<file path="src/rtl/addr_trap_pkg.sv">
package addr_trap_pkg;
  localparam int NUM_CAUSE = 5;
  localparam int CAUSE_W   = 3;

  typedef enum logic [1:0] {
    KIND_DATA     = 2'd0,
    KIND_PROGDATA = 2'd1,
    KIND_FETCH    = 2'd2,
    KIND_IDLE     = 2'd3
  } accKind_e;

  // Flag vector bit i corresponds to cause code i+1.
  typedef logic [NUM_CAUSE-1:0] faultVec_t;

  typedef struct packed {
    logic               fire;
    logic [CAUSE_W-1:0] cause;
  } ctrlStrobe_t;
endpackage

</file>
<file path="src/rtl/addr_trap_dp.sv">
module addr_trap_dp
  import addr_trap_pkg::*;
#(
  parameter int DATA_AW = 16,
  parameter int PROG_AW = 24,
  parameter logic [DATA_AW-1:0] DATA_HI = 16'h0FFF,
  parameter logic [DATA_AW-1:0] X_LO = 16'h0800,
  parameter logic [DATA_AW-1:0] X_HI = 16'h0BFF,
  parameter logic [DATA_AW-1:0] Y_LO = 16'h0C00,
  parameter logic [DATA_AW-1:0] Y_HI = 16'h0FFF,
  parameter logic [PROG_AW-1:0] PROG_HI = 24'h001FFF,
  parameter logic [PROG_AW-1:0] VEC_HI = 24'h00007F
) (
  input  logic               clk,
  input  logic               rstN,
  input  logic [1:0]         accKind,
  input  logic [DATA_AW-1:0] dataAddr,
  input  logic               wordSize,
  input  logic               dualSpace,
  input  logic               ySel,
  input  logic [PROG_AW-1:0] progAddr,
  input  logic               jumpTarget,
  input  ctrlStrobe_t        strobe,
  output faultVec_t          flags,
  output logic               trapReq,
  output logic [CAUSE_W-1:0] trapCause
);
  logic isData, isProgData, isFetch;
  logic inX, inY, dataMapped, progMapped;

  always_comb begin
    isData     = (accKind == KIND_DATA);
    isProgData = (accKind == KIND_PROGDATA);
    isFetch    = (accKind == KIND_FETCH);
    inX        = (dataAddr >= X_LO) && (dataAddr <= X_HI);
    inY        = (dataAddr >= Y_LO) && (dataAddr <= Y_HI);
    dataMapped = dualSpace ? (ySel ? inY : inX) : (dataAddr <= DATA_HI);
    progMapped = (progAddr <= PROG_HI);

    flags    = '0;
    flags[0] = isData && wordSize && dataAddr[0];
    flags[1] = isData && !dataMapped;
    flags[2] = isProgData && !progMapped;
    flags[3] = isFetch && !jumpTarget && (progAddr <= VEC_HI);
    flags[4] = isFetch && !progMapped;
  end

  always_ff @(posedge clk) begin
    if (!rstN) begin
      trapReq   <= 1'b0;
      trapCause <= '0;
    end else if (strobe.fire) begin
      trapReq   <= 1'b1;
      trapCause <= strobe.cause;
    end else begin
      trapReq   <= 1'b0;
      trapCause <= '0;
    end
  end
endmodule

</file>
<file path="src/rtl/addr_trap_ctl.sv">
module addr_trap_ctl
  import addr_trap_pkg::*;
(
  input  logic        accValid,
  input  faultVec_t   flags,
  output ctrlStrobe_t strobe
);
  always_comb begin
    strobe.fire  = accValid && (|flags);
    strobe.cause = '0;
    // Scan from the highest code down so the lowest set code wins.
    for (int i = NUM_CAUSE - 1; i >= 0; i--) begin
      if (flags[i]) strobe.cause = CAUSE_W'(i + 1);
    end
  end
endmodule

</file>
<file path="src/rtl/addr_trap_detect.sv">
module addr_trap_detect
  import addr_trap_pkg::*;
#(
  parameter int DATA_AW = 16,
  parameter int PROG_AW = 24,
  parameter logic [DATA_AW-1:0] DATA_HI = 16'h0FFF,
  parameter logic [DATA_AW-1:0] X_LO = 16'h0800,
  parameter logic [DATA_AW-1:0] X_HI = 16'h0BFF,
  parameter logic [DATA_AW-1:0] Y_LO = 16'h0C00,
  parameter logic [DATA_AW-1:0] Y_HI = 16'h0FFF,
  parameter logic [PROG_AW-1:0] PROG_HI = 24'h001FFF,
  parameter logic [PROG_AW-1:0] VEC_HI = 24'h00007F
) (
  input  logic               clk,
  input  logic               rstN,
  input  logic               accValid,
  input  logic [1:0]         accKind,
  input  logic [DATA_AW-1:0] dataAddr,
  input  logic               wordSize,
  input  logic               dualSpace,
  input  logic               ySel,
  input  logic [PROG_AW-1:0] progAddr,
  input  logic               jumpTarget,
  output logic               trapReq,
  output logic [2:0]         trapCause
);
  faultVec_t   flags;
  ctrlStrobe_t strobe;

  addr_trap_dp #(
    .DATA_AW(DATA_AW), .PROG_AW(PROG_AW), .DATA_HI(DATA_HI),
    .X_LO(X_LO), .X_HI(X_HI), .Y_LO(Y_LO), .Y_HI(Y_HI),
    .PROG_HI(PROG_HI), .VEC_HI(VEC_HI)
  ) dp_i (
    .clk(clk), .rstN(rstN), .accKind(accKind), .dataAddr(dataAddr),
    .wordSize(wordSize), .dualSpace(dualSpace), .ySel(ySel),
    .progAddr(progAddr), .jumpTarget(jumpTarget), .strobe(strobe),
    .flags(flags), .trapReq(trapReq), .trapCause(trapCause)
  );

  addr_trap_ctl ctl_i (
    .accValid(accValid), .flags(flags), .strobe(strobe)
  );
endmodule

</file>
<file path="config.mk">
export PLATFORM = sky130hd
export DESIGN_NAME = addr_trap_detect
export DESIGN_NICKNAME = d
export VERILOG_FILES = /design/src/rtl/addr_trap_pkg.sv /design/src/rtl/addr_trap_dp.sv /design/src/rtl/addr_trap_ctl.sv /design/src/rtl/addr_trap_detect.sv
export SDC_FILE = /design/constraint.sdc
export NUM_CORES = 1
export LEC_CHECK = 0
export BUFFER_PORTS_ARGS = -buffer_cell sky130_fd_sc_hd__buf_2
export CELL_PAD_IN_SITES_DETAIL_PLACEMENT = 1
export CELL_PAD_IN_SITES_GLOBAL_PLACEMENT = 2
export CORE_ASPECT_RATIO = 0.75
export CORE_MARGIN = 2
export CORE_UTILIZATION = 10
export CTS_CLUSTER_SIZE = 28
export DETAILED_ROUTE_END_ITERATION = 16
export PLACE_DENSITY_LB_ADDON = 0.08
export SLEW_MARGIN = 20
export SYNTH_ARGS = -nofsm -noshare
export SYNTH_HDL_FRONTEND = slang
export SYNTH_SLANG_ARGS = --single-unit
</file>
<file path="constraint.sdc">
create_clock -name clk -period 0.9 [get_ports clk]
set_input_delay 0.045 -clock clk [delete_from_list [all_inputs] [get_ports clk]]
set_output_delay 0.045 -clock clk [all_outputs]
set_load 0.05 [all_outputs]
</file>
==> results of run 1 <==
-- cell type report --
type / count / area, µm²
fill: 323 / 2074
sequential: 4 / 80.08
tap: 36 / 45.04
timing repair buffer: 37 / 187.7
multi-input combinational: 24 / 188.9
inverter: 1 / 3.754
clock buffer: 3 / 22.52
-- layout by cell type, fill, tap and decap left out, drive strengths merged --
cell type | netlist | layout
a21oi | 5 | 5
nor2 | 1 | 1
xnor2 | 1 | 1
nand2b | 1 | 1
dfxtp | 4 | 4
nor3 | 3 | 3
nand3 | 2 | 2
nand2 | 2 | 2
inv | 1 | 1
a41oi | 1 | 1
nand3b | 1 | 1
clkbuf | 0 | 3
o32ai | 1 | 1
nor4 | 4 | 4
buf | 0 | 37
nand4b | 1 | 1
a32oi | 1 | 1
-- flip-flops by register name, summed over array words and instances (netlist names) --
| register | count |
|---|---|
| dp_i.trapReq | 1 |
| dp_i.trapCause | 3 |
-- cell usage after synthesis (all sizes together) --
library cell and instances:
a21oi 5, nand2 2, inv 1, nand3 2, dfxtp 4, a41oi 1
nor4 4, xnor2 1, nand3b 1, nor2 1, a32oi 1, o32ai 1
nand2b 1, nand4b 1, nor3 3
-- cell families after synthesis --
group | count (synthesis)
buffers and inverters | 1
AOI/OAI and AO/OA | 8
DFF | 4
and+or+nand+nor | 15
xor gates and xnor gates | 1
-- layer usage --
| layer | vias to the layer above | wire length (µm) | track usage, % |
|---|---|---|---|
| met1 | 166 | 446 | 8.840 |
| met3 | 0 | 144 | 4.850 |
| met4 | 0 | 0 | 2.128 |
| met5 | - | 0 | 0 |
| met2 | 27 | 434 | 9.722 |
| li1 | 198 | - | - |
-- report_power, final --
part | switching, mW | internal (mW) | leakage [nW] | total [mW]
clock | 0.0727 | 0.149 | 0.0138 | 0.222
combinational | 0.0876 | 0.0801 | 0.197 | 0.168
sequential | 0.00188 | 0.186 | 0.0328 | 0.188
total | 0.162 | 0.415 | 0.243 | 0.577
-- metrics by stage --
step	setup TNS (ns)	instance area (µm²)	power [mW]
after global routing	0	528.0	0.6224
after global placement	-0.4811	505.5	0.3617
after CTS	0	528.0	0.5938
final	0	528.0	0.5772
after detailed placement	-0.4572	505.5	0.3615
after floorplan	0	272.8	0.2550
-- worst paths after layout --
| path | start | to | slack [ns] |
|---|---|---|---|
| worst min-delay path | accKind[1] | dp_i.trapCause[1]$_SDFF_PP0_ | 0.05 |
| worst max-delay path | dp_i.trapReq$_SDFF_PN0_ | trapReq | 0.06 |
==> results.cfg, run 1 <==
[layout]
fin_cells = 105
nets = 120
final_util_pct = 20.29
area_growth_syn_to_layout_pct = 93.58
antennaDiodeCount = 0
drive_gt1_share_pct = 65.22

[timing]
slew_violations = 0
finalCritPeriodShare_pct = 92.87
fmax_mhz = 1196
rsz0062_at_grt = false
final-hold-violation-count = 0
timing.hold.ws_ns = 0.04927
setup_viol = 0
finalCriticalPeriod_ns = 0.8358
max_slew_margin_pct = 75.18
layout_setup_ws_ns = 0.06418
worstMarginPinSlew_ns = 0.3689

[power]
power_density_nw_per_um2 = 1093
irDropWorstVdd_mv = 0.2702
leakage_nw = 0.2432

[yosys]
synth_warnings = 0
synthAdderAreaFrac_pct = 0
synth.distinct_cells = 19
seq_area_frac_synth_pct = 29.36
synth_top_family_by_area = simple AND/OR/NAND/NOR gates
synth_xor_area_share_pct = 3.211
synth-simple-area-share_pct = 45.87
synth_top_area_share_pct = 29.36
synth_largest_area_cell = dfxtp_1
synth.area.mux_share_pct = 0
netlist_area_um2 = 272.8
ys_ff_latch = 4
synth_cells = 29
syn_nets = 78
synthTopCellsByArea = dfxtp_1, nor4_4, a21oi_1
synth.avg_cell_area_um2 = 9.406
synth_compound_area_share_pct = 20.18

[place]
dp.cells = 102
port_buffers = 36
routabilityCongestion = 0.6164
post-dp-hpwl_um = 958.3
place_ws_ns = -0.1823

[setup_path]
slowest_stage = dfxtp_1
startpoint_type = flop
cp_num_cells = 1
critPathKind = reg2out
critPathMaxStageDelay_ns = 0.31
cp.buffers_inverters = 1
critPathTopFamily = flip-flops
worstPathCellList = buf_2
cp.required_ns = 0.85
endpoint_kind = output port
path_max_fanout = 1
cp.arrival_ns = 0.79

[clock_network]
htreeDepth = 1
cts_sinks = 4
post-cts-setup-buffer-count = 0
cts_root_buf = clkbuf_4
clkSlewWorstSetupHoldPaths_ns = 0.04
cts_tree = built
cts_resized = 0
ctsHoldBuffers = 0
numCtsBuffers = 3
cts_max_path_buffers = 2

[floorplanning]
core_area_um2 = 2603
die_h_um = 49.23
die_area_um2 = 3166
io_pins = 53
rows = 16
die_x_um = 64.31
initial_core_util_pct = 10.48

[status]
outcome = finished, final reports clean

[hold_path]
hold_path_depth = 2
hold_path_class = in2reg

[drt]
num_vias = 391
drc = 0
first_pass_iters = 2
wl_um = 1025
ant_nets = 0
via_per_inst = 3.724
drt_iter0_drc = 3
wl_per_cell_um = 9.762

[job]
drv_cap = 0

[grt]
grt_max_degree = 6
grt_pass1_vias = 409
grt_first_pass_wirelength_um = 1759
antenna_found_initial = 0
grtUsageTotal_pct = 7.098
overflow = 0
No activity file was read; power rests on OpenSTA's default activity.
==> inputs of run 2 (changes only) <==
- ABC_AREA: default -> 1
- PLACE_DENSITY: default -> 0.88
- PLACE_DENSITY_LB_ADDON: 0.08 -> default
==> run 2 against run 1 <==
Critical endpoint is now dp_i.trapCause[0]$_SDFF_PN0_. Critical path type is now in2reg. Core utilization up 4.9 points. Synthesized area up 7.3%. Via count up 22%. Clock power up 66%. Global-route usage up 0.15 points. Setup slack worse by 0.038 ns. First-iteration DRC count down 33%. Highest routed layer unchanged. Non-clock buffer count up 4.
==> results.cfg, run 2 <==
[status]
outcome = finished, final reports clean

[timing]
rsz0062_at_grt = true
final-hold-violation-count = 0
tns_ns = 0
fmax_mhz = 1144
slew_violations = 0
finalCriticalPeriod_ns = 0.8743
max_slew_margin_pct = 81.02
setup_viol = 0
finalCritPeriodShare_pct = 97.14
worstMarginPinSlew_ns = 0.2836

[clock_network]
numCtsBuffers = 3
cts_max_path_buffers = 2
clkSlewWorstSetupHoldPaths_ns = 0.03
htreeDepth = 1
post-cts-setup-buffer-count = 0
cts_root_buf = clkbuf_8
cts_tree = built
cts_sinks = 4

[setup_path]
cp.required_ns = 1.00
cp-endpoint = dp_i.trapCause[0]$_SDFF_PN0_
cp.arrival_ns = 0.97
path_max_fanout = 4
critPathTopFamily = simple AND/OR/NAND/NOR gates
cp_num_cells = 8
cp.buffers_inverters = 1
endpoint_kind = flop
critPathMaxStageDelay_ns = 0.19
slowest_stage = a21oi_4
critPathLaunch = progAddr[18]
critPathKind = in2reg
startpoint_type = input pin
worstPathCellList = buf_6 > nor2_2 > nand2_1 > nor2_1 > nand2_2 > a21oi_4 > nand3_2 > and3_1

[yosys]
netlist_area_um2 = 292.8
synth.distinct_cells = 11
synth_commonest_cells = nor2_1, nand2_1, inv_1
synth_largest_area_cell = dfxtp_1
synth_warnings = 0
synth_top_area_share_pct = 27.35
synth_xor_area_share_pct = 0
synth_compound_area_share_pct = 7.265
async_flop_share_pct = 0
synth_top_family_by_area = simple AND/OR/NAND/NOR gates
synth-simple-area-share_pct = 55.13
seq_area_frac_synth_pct = 27.35
post-synth-top-count-cell = nor2_1
synthAdderAreaFrac_pct = 0
syn_nets = 102
synth.area.mux_share_pct = 0
ys_ff_latch = 4
synth_edf_count = 0
ys.flop_type = dfxtp_1
synth_cells = 53
synthTopCellsByArea = dfxtp_1, nor2_1, nand2_1
synth.avg_cell_area_um2 = 5.524

[floorplanning]
die_h_um = 50.86
io_pins = 53
initial_core_util_pct = 10.83
die_x_um = 66.48
rows = 16
core_area_um2 = 2703
die_area_um2 = 3381

[drt]
wl_um = 1118
num_vias = 476
first_pass_iters = 2
via_per_inst = 3.579
drt_iter0_drc = 2
drc = 0
ant_nets = 0
wl_per_cell_um = 8.406

[hold_path]
hold_path_class = in2reg
hold_path_depth = 3

[layout]
final_cell_mix = buf_2, nand2_1, nor2_1
antennaDiodeCount = 0
area_growth_syn_to_layout_pct = 132.5
layout_commonest_cell = buf_2
largest_reg_flops = 3
nets = 148
largest_register = dp_i.trapCause
drive_gt1_share_pct = 56.70
top_regs = dp_i.trapCause (3), dp_i.trapReq (1)

[place]
post-dp-hpwl_um = 980.2
port_buffers = 36
routabilityCongestion = 0.6009

[grt]
antenna_found_initial = 0
overflow = 0
grt_max_degree = 5
grt_pass1_vias = 500
grt_first_pass_wirelength_um = 1938
grtUsageTotal_pct = 7.249

[power]
leakage_nw = 0.3672
power.total_uw = 773.5
irDropWorstVdd_mv = 0.2925
power_density_nw_per_um2 = 1136

[job]
drv_cap = 0
run 2: cell count changes in the layout (fill, tap and decap cells not counted), sizes merged, moves of 2 or more:
| cell | delta |
|---|---|
| nor3 | -2 |
| a21oi | -3 |
| nand2 | +13 |
| nor4 | -4 |
| nor2 | +15 |
| buf | +4 |
| inv | +7 |
run 2: logic make-up (layout without fill, tap and decap cells):
family                 after synthesis  count (layout)
buffers and inverters                8              52
flip-flops                           4               4
AND/OR/NAND/NOR                     37              37
AO/OA/AOI/OAI                        4               4
run 2: what timing repair did:
item / 4_1_cts / 5_1_grt
gates resized for setup: 0 / 16
setup endpoints to repair: 0 / 4
hold buffers: 0 / 0
run 2: metal layers:
metal	track usage, %	part of all wire (%)	vias to the layer above	wire length (µm)
met5	0	0	-	0
met3	0.8811	5.3	0	59
met4	3.741	0	0	0
li1	-	-	250	-
met1	9.225	39	210	434
met2	12.00	56	16	623
run 2: power by group:
group / total, mW / internal [mW] / switching, mW / leakage [nW]
Combinational: 0.217 / 0.114 / 0.103 / 0.313
Sequential: 0.187 / 0.186 / 0.00154 / 0.0326
Clock: 0.369 / 0.284 / 0.0848 / 0.0216
Total: 0.773 / 0.584 / 0.189 / 0.367
run 2: how the worst min path moves through the flow:
stage          startpoint                      end  slack (ns)
3_5_place_dp     accValid  dp_i.trapReq$_SDFF_PN0_        0.33
5_1_grt          accValid  dp_i.trapReq$_SDFF_PN0_        0.12
4_1_cts          accValid  dp_i.trapReq$_SDFF_PN0_        0.10
2_1_floorplan    accValid  dp_i.trapReq$_SDFF_PN0_        0.18
6_report         accValid  dp_i.trapReq$_SDFF_PN0_         0.1
3_3_place_gp     accValid  dp_i.trapReq$_SDFF_PN0_        0.32
run 2: stage by stage:
step / util, % / setup WS [ns] / cell area (µm²) / hold slack (ns) / cells
6_report: 25.19 / 0.02574 / 680.7 / 0.09684 / 133
5_1_grt: 25.19 / -0.04744 / 680.7 / 0.1227 / 133
4_1_cts: 22.36 / 0.003276 / 604.3 / 0.1003 / 133
3_5_place_dp: 20.83 / -0.2143 / 563.0 / 0.3259 / 130
3_3_place_gp: 20.83 / -0.1350 / 563.0 / 0.3227 / 130
2_1_floorplan: - / 0.01557 / 300.3 / 0.1845 / 53
run 2: area by class of cell:
type / instances / area (µm²)
fill: 361 / 2022
timing repair buffer: 41 / 249.0
multi-input combinational: 41 / 235.2
sequential: 4 / 80.08
tap: 36 / 45.04
clock buffer: 3 / 41.29
inverter: 8 / 30.03
